### src/rtl/pme_pkg.sv
package pme_pkg;
  localparam int EN_POS  = 8;
  localparam int ST_POS  = 15;
  localparam int CAP_D1  = 11;
  localparam int CAP_D2  = 12;
  localparam int CAP_D3H = 14;
  localparam int CAP_D3C = 15;

  typedef enum logic [1:0] {DS_D0 = 2'd0, DS_D1 = 2'd1, DS_D2 = 2'd2, DS_D3HOT = 2'd3} dstate_e;
  typedef enum logic [1:0] {TX_IDLE, TX_EXIT, TX_SEND} tx_state_e;

  // wake support for the active state; D3cold overrides dstate
  function automatic logic wake_supported(input logic sup_d1, input logic sup_d2,
                                          input logic sup_d3h, input logic sup_d3c,
                                          input logic [1:0] ds, input logic cold,
                                          input logic aux);
    logic s;
    if (cold) s = sup_d3c & aux;
    else begin
      case (dstate_e'(ds))
        DS_D1:    s = sup_d1;
        DS_D2:    s = sup_d2;
        DS_D3HOT: s = sup_d3h;
        default:  s = 1'b0;
      endcase
    end
    return s;
  endfunction
endpackage

### src/rtl/pme_csr.sv
module pme_csr (
  input  logic clk,
  input  logic rst_n,
  input  logic wr_en,
  input  logic wr_en_bit,
  input  logic wr_st_bit,
  input  logic set_st,
  output logic en_q,
  output logic st_q
);
  always_ff @(posedge clk or negedge rst_n) begin
    if (!rst_n) begin
      en_q <= 1'b0;
      st_q <= 1'b0;
    end else begin
      if (wr_en) en_q <= wr_en_bit;
      if (set_st) st_q <= 1'b1;
      else if (wr_en && wr_st_bit) st_q <= 1'b0;
    end
  end
endmodule

### src/rtl/pme_gate.sv
module pme_gate (
  input  logic       wake_evt,
  input  logic       en_q,
  input  logic       st_q,
  input  logic       supported,
  input  logic       cold,
  output logic       wake_accept,
  output logic       inband_go,
  output logic       oob_go
);
  always_comb begin
    wake_accept = wake_evt & en_q & ~st_q & supported;
    inband_go   = wake_accept & ~cold;
    oob_go      = wake_accept & cold;
  end
endmodule

### src/rtl/pme_inband_tx.sv
module pme_inband_tx import pme_pkg::*; #(
  parameter int RID_W = 16
) (
  input  logic             clk,
  input  logic             rst_n,
  input  logic             go,
  input  logic             cold,
  input  logic             link_l0,
  input  logic [RID_W-1:0] req_id,
  output logic             req_l1_exit,
  output logic             msg_send,
  output logic [RID_W-1:0] msg_rid
);
  tx_state_e        st_q;
  logic [RID_W-1:0] rid_q;

  always_ff @(posedge clk or negedge rst_n) begin
    if (!rst_n) begin
      st_q  <= TX_IDLE;
      rid_q <= '0;
    end else if (cold) begin
      st_q <= TX_IDLE;
    end else begin
      case (st_q)
        TX_IDLE: if (go) begin
          rid_q <= req_id;
          st_q  <= link_l0 ? TX_SEND : TX_EXIT;
        end
        TX_EXIT: if (link_l0) st_q <= TX_SEND;
        TX_SEND: if (link_l0) st_q <= TX_IDLE;
        default: st_q <= TX_IDLE;
      endcase
    end
  end

  assign req_l1_exit = (st_q == TX_EXIT);
  assign msg_send    = (st_q == TX_SEND) & link_l0;
  assign msg_rid     = rid_q;
endmodule

### src/rtl/pme_wake_pin.sv
module pme_wake_pin (
  input  logic clk,
  input  logic rst_n,
  input  logic go,
  input  logic cold,
  output logic wake_n
);
  logic drive_q;
  always_ff @(posedge clk or negedge rst_n) begin
    if (!rst_n)     drive_q <= 1'b0;
    else if (!cold) drive_q <= 1'b0;
    else if (go)    drive_q <= 1'b1;
  end
  assign wake_n = ~drive_q;
endmodule

### src/rtl/pme_wake_seq.sv
module pme_wake_seq import pme_pkg::*; #(
  parameter int RID_W = 16,
  parameter int CSR_W = 16
) (
  input  logic             clk,
  input  logic             rst_n,
  input  logic             wake_evt,
  input  logic [1:0]       dstate,
  input  logic             d3cold,
  input  logic             aux_pwr,
  input  logic             link_l0,
  input  logic [CSR_W-1:0] pm_cap,
  input  logic             cfg_wr,
  input  logic [CSR_W-1:0] cfg_wdata,
  output logic [CSR_W-1:0] csr_rdata,
  input  logic [RID_W-1:0] req_id,
  output logic             req_l1_exit,
  output logic             msg_send,
  output logic [RID_W-1:0] msg_rid,
  output logic             wake_n
);
  localparam logic [CSR_W-1:0] CAP_MASK = (CSR_W'(1) << CAP_D1) | (CSR_W'(1) << CAP_D2) |
                                          (CSR_W'(1) << CAP_D3H) | (CSR_W'(1) << CAP_D3C);
  localparam logic [CSR_W-1:0] WR_MASK  = (CSR_W'(1) << EN_POS) | (CSR_W'(1) << ST_POS);

  // named internal events, observed by the bound checker
  logic en_q, st_q, supported, cfg_take;
  logic wake_accept, inband_go, oob_go;
  logic unused_cap, unused_wdata;

  assign unused_cap   = ^(pm_cap & ~CAP_MASK);
  assign unused_wdata = ^(cfg_wdata & ~WR_MASK);

  assign cfg_take  = cfg_wr & ~d3cold;
  assign supported = wake_supported(pm_cap[CAP_D1], pm_cap[CAP_D2], pm_cap[CAP_D3H],
                                    pm_cap[CAP_D3C], dstate, d3cold, aux_pwr);

  pme_csr u_csr (
    .clk(clk), .rst_n(rst_n), .wr_en(cfg_take),
    .wr_en_bit(cfg_wdata[EN_POS]), .wr_st_bit(cfg_wdata[ST_POS]),
    .set_st(wake_accept), .en_q(en_q), .st_q(st_q)
  );

  pme_gate u_gate (
    .wake_evt(wake_evt), .en_q(en_q), .st_q(st_q), .supported(supported),
    .cold(d3cold), .wake_accept(wake_accept), .inband_go(inband_go), .oob_go(oob_go)
  );

  pme_inband_tx #(.RID_W(RID_W)) u_tx (
    .clk(clk), .rst_n(rst_n), .go(inband_go), .cold(d3cold), .link_l0(link_l0),
    .req_id(req_id), .req_l1_exit(req_l1_exit), .msg_send(msg_send), .msg_rid(msg_rid)
  );

  pme_wake_pin u_pin (
    .clk(clk), .rst_n(rst_n), .go(oob_go), .cold(d3cold), .wake_n(wake_n)
  );

  always_comb begin
    csr_rdata         = '0;
    csr_rdata[1:0]    = dstate;
    csr_rdata[EN_POS] = en_q;
    csr_rdata[ST_POS] = st_q;
  end
endmodule

### config.mk
export PLATFORM = sky130hd
export DESIGN_NAME = pme_wake_seq
export DESIGN_NICKNAME = d
export VERILOG_FILES = /design/src/rtl/pme_pkg.sv /design/src/rtl/pme_csr.sv /design/src/rtl/pme_gate.sv /design/src/rtl/pme_inband_tx.sv /design/src/rtl/pme_wake_pin.sv /design/src/rtl/pme_wake_seq.sv
export SDC_FILE = /design/constraint.sdc
export NUM_CORES = 1
export LEC_CHECK = 0
export ABC_AREA = 1
export CAP_MARGIN = 10
export CORE_MARGIN = 2
export CORE_UTILIZATION = 30
export DETAILED_ROUTE_END_ITERATION = 6
export PLACE_DENSITY = 0.74
export REMOVE_ABC_BUFFERS = 1
export SKIP_LAST_GASP = 1
export SLEW_MARGIN = 5
export SYNTH_ARGS = -nofsm -noshare
export SYNTH_HDL_FRONTEND = slang
export SYNTH_SLANG_ARGS = --single-unit
export TNS_END_PERCENT = 100
### constraint.sdc
create_clock -name clk -period 2.8 [get_ports clk]
set_clock_uncertainty 0.15 [all_clocks]
set_input_delay 0.28 -clock clk [delete_from_list [all_inputs] [get_ports clk]]
set_output_delay 0.28 -clock clk [all_outputs]
set_load 0.05 [all_outputs]
==> flow_summary_export.csv <==
group,metric,value,unit
critical_path,critPathLaunchType,"primary input",
clock_tree,tritoncts,"yes",
logic_synthesis,synth-main-ff-cell,"dfrtp_1",
power,power_frac_comb,58.6,%
power,switching_share,50.08,%
critical_path,slowest_stage,"clkdlybuf4s50_1",
logic_synthesis,synthXorXnorAreaFrac,0,%
critical_path,crit_buf_inv,3,
logic_synthesis,synth_seq_cells,21,
drt,firstDrtPassIters,4,
logic_synthesis,async_flop_share,100.0,%
power,power_switching,0.0007582,W
drt,drtIter0Drc,71,
floorplanning,die_h,64.41,µm
floorplanning,dieArea,4149,µm²
power,seqPwrFrac,31.6,%
floorplanning,die_w,64.41,µm
logic_synthesis,syn_area_per_cell,8.487,µm²
place,hpwl,1771,µm
global_route,antenna_found_initial,0,
final_layout,drive_gt1_share,7.263,%
final_layout,nNetsFinal,237,
logic_synthesis,synth_top_family_by_area,"simple AND/OR/NAND/NOR gates",
critical_path,cp_max_fo,2,
clock_tree,clk_transition_reported_paths,0.12,ns
logic_synthesis,synth_area_leaders,"dfrtp_1 48%, nand2_1 15%, buf_4 12%, nand4_1 9.1%, inv_1 3.1%",
critical_path,rr_worst_depth,5,
global_route,grt_start_max_net_pins,22,
timing,tightest_slew,0.9842,ns
floorplanning,start_util,32.05,%
clock_tree,cts_resized,0,
final_layout,nFillCells,350,
clock_tree,cts_max_path_buffers,2,
final_layout,multi_input_area,420.4,µm²
power,power.internal,0.0007557,W
drt,via_count,964,
drt,drt_drc_violations_left,0,
min_path,hold_path_class,"reg -> reg",
logic_synthesis,synth_compound_area_share,2.171,%
timing,post-route-period-util,79.81,%
global_route,gr-usage-all-layers,12.77,%
power,p_clk_share,9.9,%
logic_synthesis,synthesis.instances,129,
place,io_buffers,53,
timing,finalSetupTns,0,ns
timing,fmax,447.5,MHz
power,ir_drop,0.0003672,V
logic_synthesis,synth_cell_type_count,20,
power,p_leak,0.7806,nW
timing,slew_headroom,34.18,%
timing,setup_viol_count_final,0,
logic_synthesis,yosys_warnings,0,
timing,hold_viol,0,
logic_synthesis,synthMostInstantiatedCell,"nand2_1",
logic_synthesis,synth_mux_area_share,1.029,%
drt,ant_nets,0,
logic_synthesis,yosys.area.top_type,"dfrtp_1",
timing,layout_min_cycle_time,2.235,ns
clock_tree,post_cts_buffers,0,
final_layout,syn_to_final_growth,47.77,%
final_layout,finalInstanceArea,1618,µm²
logic_synthesis,yosysTopAreaCellShare,48.00,%
logic_synthesis,synth-edff-count,0,
logic_synthesis,yosysSeqAreaShare,48.00,%
place,gp_congestion,0.7258,
global_route,grt_pass1_vias,916,
critical_path,max_stage_delay,0.83,ns
global_route,grt_pass1_wl,4146,µm
global_route,grt-ovfl-total,0,
power,p_total,0.001514,W
critical_path,cp-end-kind,"output pin",
critical_path,crit_type,"in -> out",
floorplanning,coreArea,3416,µm²
clock_tree,ctsHtreeMaxLevel,1,
clock_tree,ctsHoldBuffers,0,
clock_tree,clock_latency,0.30,ns
timing,maxSlewViolCount,0,
logic_synthesis,synth_adder_area_share,0,%
timing,rsz0062_at_grt,"false",
final_layout,diodes,0,
critical_path,path_cells,"clkdlybuf4s50_1 > inv_1 > nor3_1 > clkdlybuf4s50_1",
clock_tree,cts-root-buf,"clkbuf_4",
floorplanning,placementRows,21,
drt,detail_route.wl_per_cell,11.05,µm
min_path,hold_depth,2,
logic_synthesis,yosys.area_share.simple,31.09,%
clock_tree,numCtsBuffers,3,
critical_path,crit_required,2.37,ns
critical_path,cp_top_family,"buffers and inverters",
logic_synthesis,synth.cell_area,1095,µm²
clock_tree,cts_sinks,21,
critical_path,cp_common_cell,"clkdlybuf4s50_1",
logic_synthesis,synth_commonest_cells,"44 x nand2_1, 21 x dfrtp_1, 17 x buf_4",
drt,viasPerCell,4.284,
job,cap_violations,0,
critical_path,cp_data_arrival_time,1.80,ns
final_layout,register_area,525.5,µm²
outcome,status,"completed",
place,dpl_cell_area,1590,µm²
floorplanning,io_pins,92,
drt,routed_wl,2487,µm
power,p_per_area,935.8,nW/µm²
critical_path,crit_cells,4,
[final cells by class]
cell class / instances / share of cell area, %
repair buffers: 55 / 33.72
clock buffers: 3 / 1.392
well taps: 46 / 3.558
multi-input cells: 88 / 25.99
clock inverters: 1 / 0.3094
inverters: 11 / 2.552
flip-flops and latches: 21 / 32.48
[placed cells by master, fill, tap and decap left out]
cell type / netlist / final
buf_4: 17 / 2
o21ai_0: 1 / 1
clkinv_2: 0 / 1
nor2_2: 1 / 1
a21oi_1: 2 / 2
nor2_1: 2 / 2
mux2_2: 1 / 1
clkbuf_4: 0 / 3
dfrtp_1: 21 / 21
nand3_4: 1 / 1
nor3_1: 2 / 2
clkdlybuf4s50_1: 0 / 53
nor2_4: 1 / 1
a21oi_2: 1 / 1
nand3b_1: 1 / 1
nand4_1: 16 / 16
inv_2: 2 / 2
nand2_1: 44 / 44
conb_1: 1 / 12
inv_1: 9 / 9
nand3_1: 3 / 3
[power by group through the flow]
stage | registers (W) | logic [W] | clock network (W)
after floorplan | 0.000887 | 0.000162 | 0
after global placement | 0.000482 | 0.000890 | 0
after detailed placement | 0.000486 | 0.000892 | 0
after CTS | 0.000480 | 0.000893 | 0.000158
after global routing | 0.000493 | 0.000929 | 0.000173
final | 0.000478 | 0.000886 | 0.000149
[worst register-to-register path, stage by stage (launching register included)]
cell and delay (ns):
dfrtp_1 0.41, nand3b_1 0.20, nor2_4 0.40, nand3_4 0.28
nand2_1 0.12, nand2_1 0.06
[path summary, 6_finish.rpt]
check | startpoint | to | slack (ns)
max in group asynchronous | rst_n | u_tx.msg_rid[5] | 1.55
worst min register to register | u_tx.msg_rid[0] | u_tx.msg_rid[0] | 0.33
worst min-delay path | u_tx.msg_rid[0] | u_tx.msg_rid[0] | 0.33
worst max-delay path | link_l0 | msg_send | 0.57
min in group asynchronous | rst_n | u_tx.msg_rid[7] | 0.35
worst max register to register | u_csr.st_q | u_tx.msg_rid[8] | 1.09
[through the flow]
step / utilization, % / instances / hold slack (ns) / setup WS [ns]
floorplan: - / 120 / -0.1656 / 0.9046
global placement: 46.56 / 221 / 0.3027 / 0.5603
detailed placement: 46.56 / 221 / 0.3083 / 0.5762
CTS: 47.36 / 225 / 0.3391 / 0.5582
global route: 47.36 / 225 / 0.3524 / 0.4681
finish: 47.36 / 225 / 0.3312 / 0.5652
[registers in the layout (all words and copies together), names as in the netlist]
| register | cells |
|---|---|
| u_tx.msg_rid | 16 |
| u_tx.st_q | 2 |
| u_csr.en_q | 1 |
| u_csr.st_q | 1 |
| u_pin.drive_q | 1 |
[per-layer routing]
metal	track usage, %	vias up	part of all wire (%)
li1	-	487	-
met1	15.49	427	45
met2	21.35	48	45
met3	5.382	2	8.9
met4	2.394	0	0.48
met5	0	-	0
[logic make-up after synthesis]
kind of cell,Yosys count
simple gates,71
compound gates,4
other cells,1
mux,1
buf+inv,31
flops,21
Note: power is estimated with default switching activity, not from simulation.
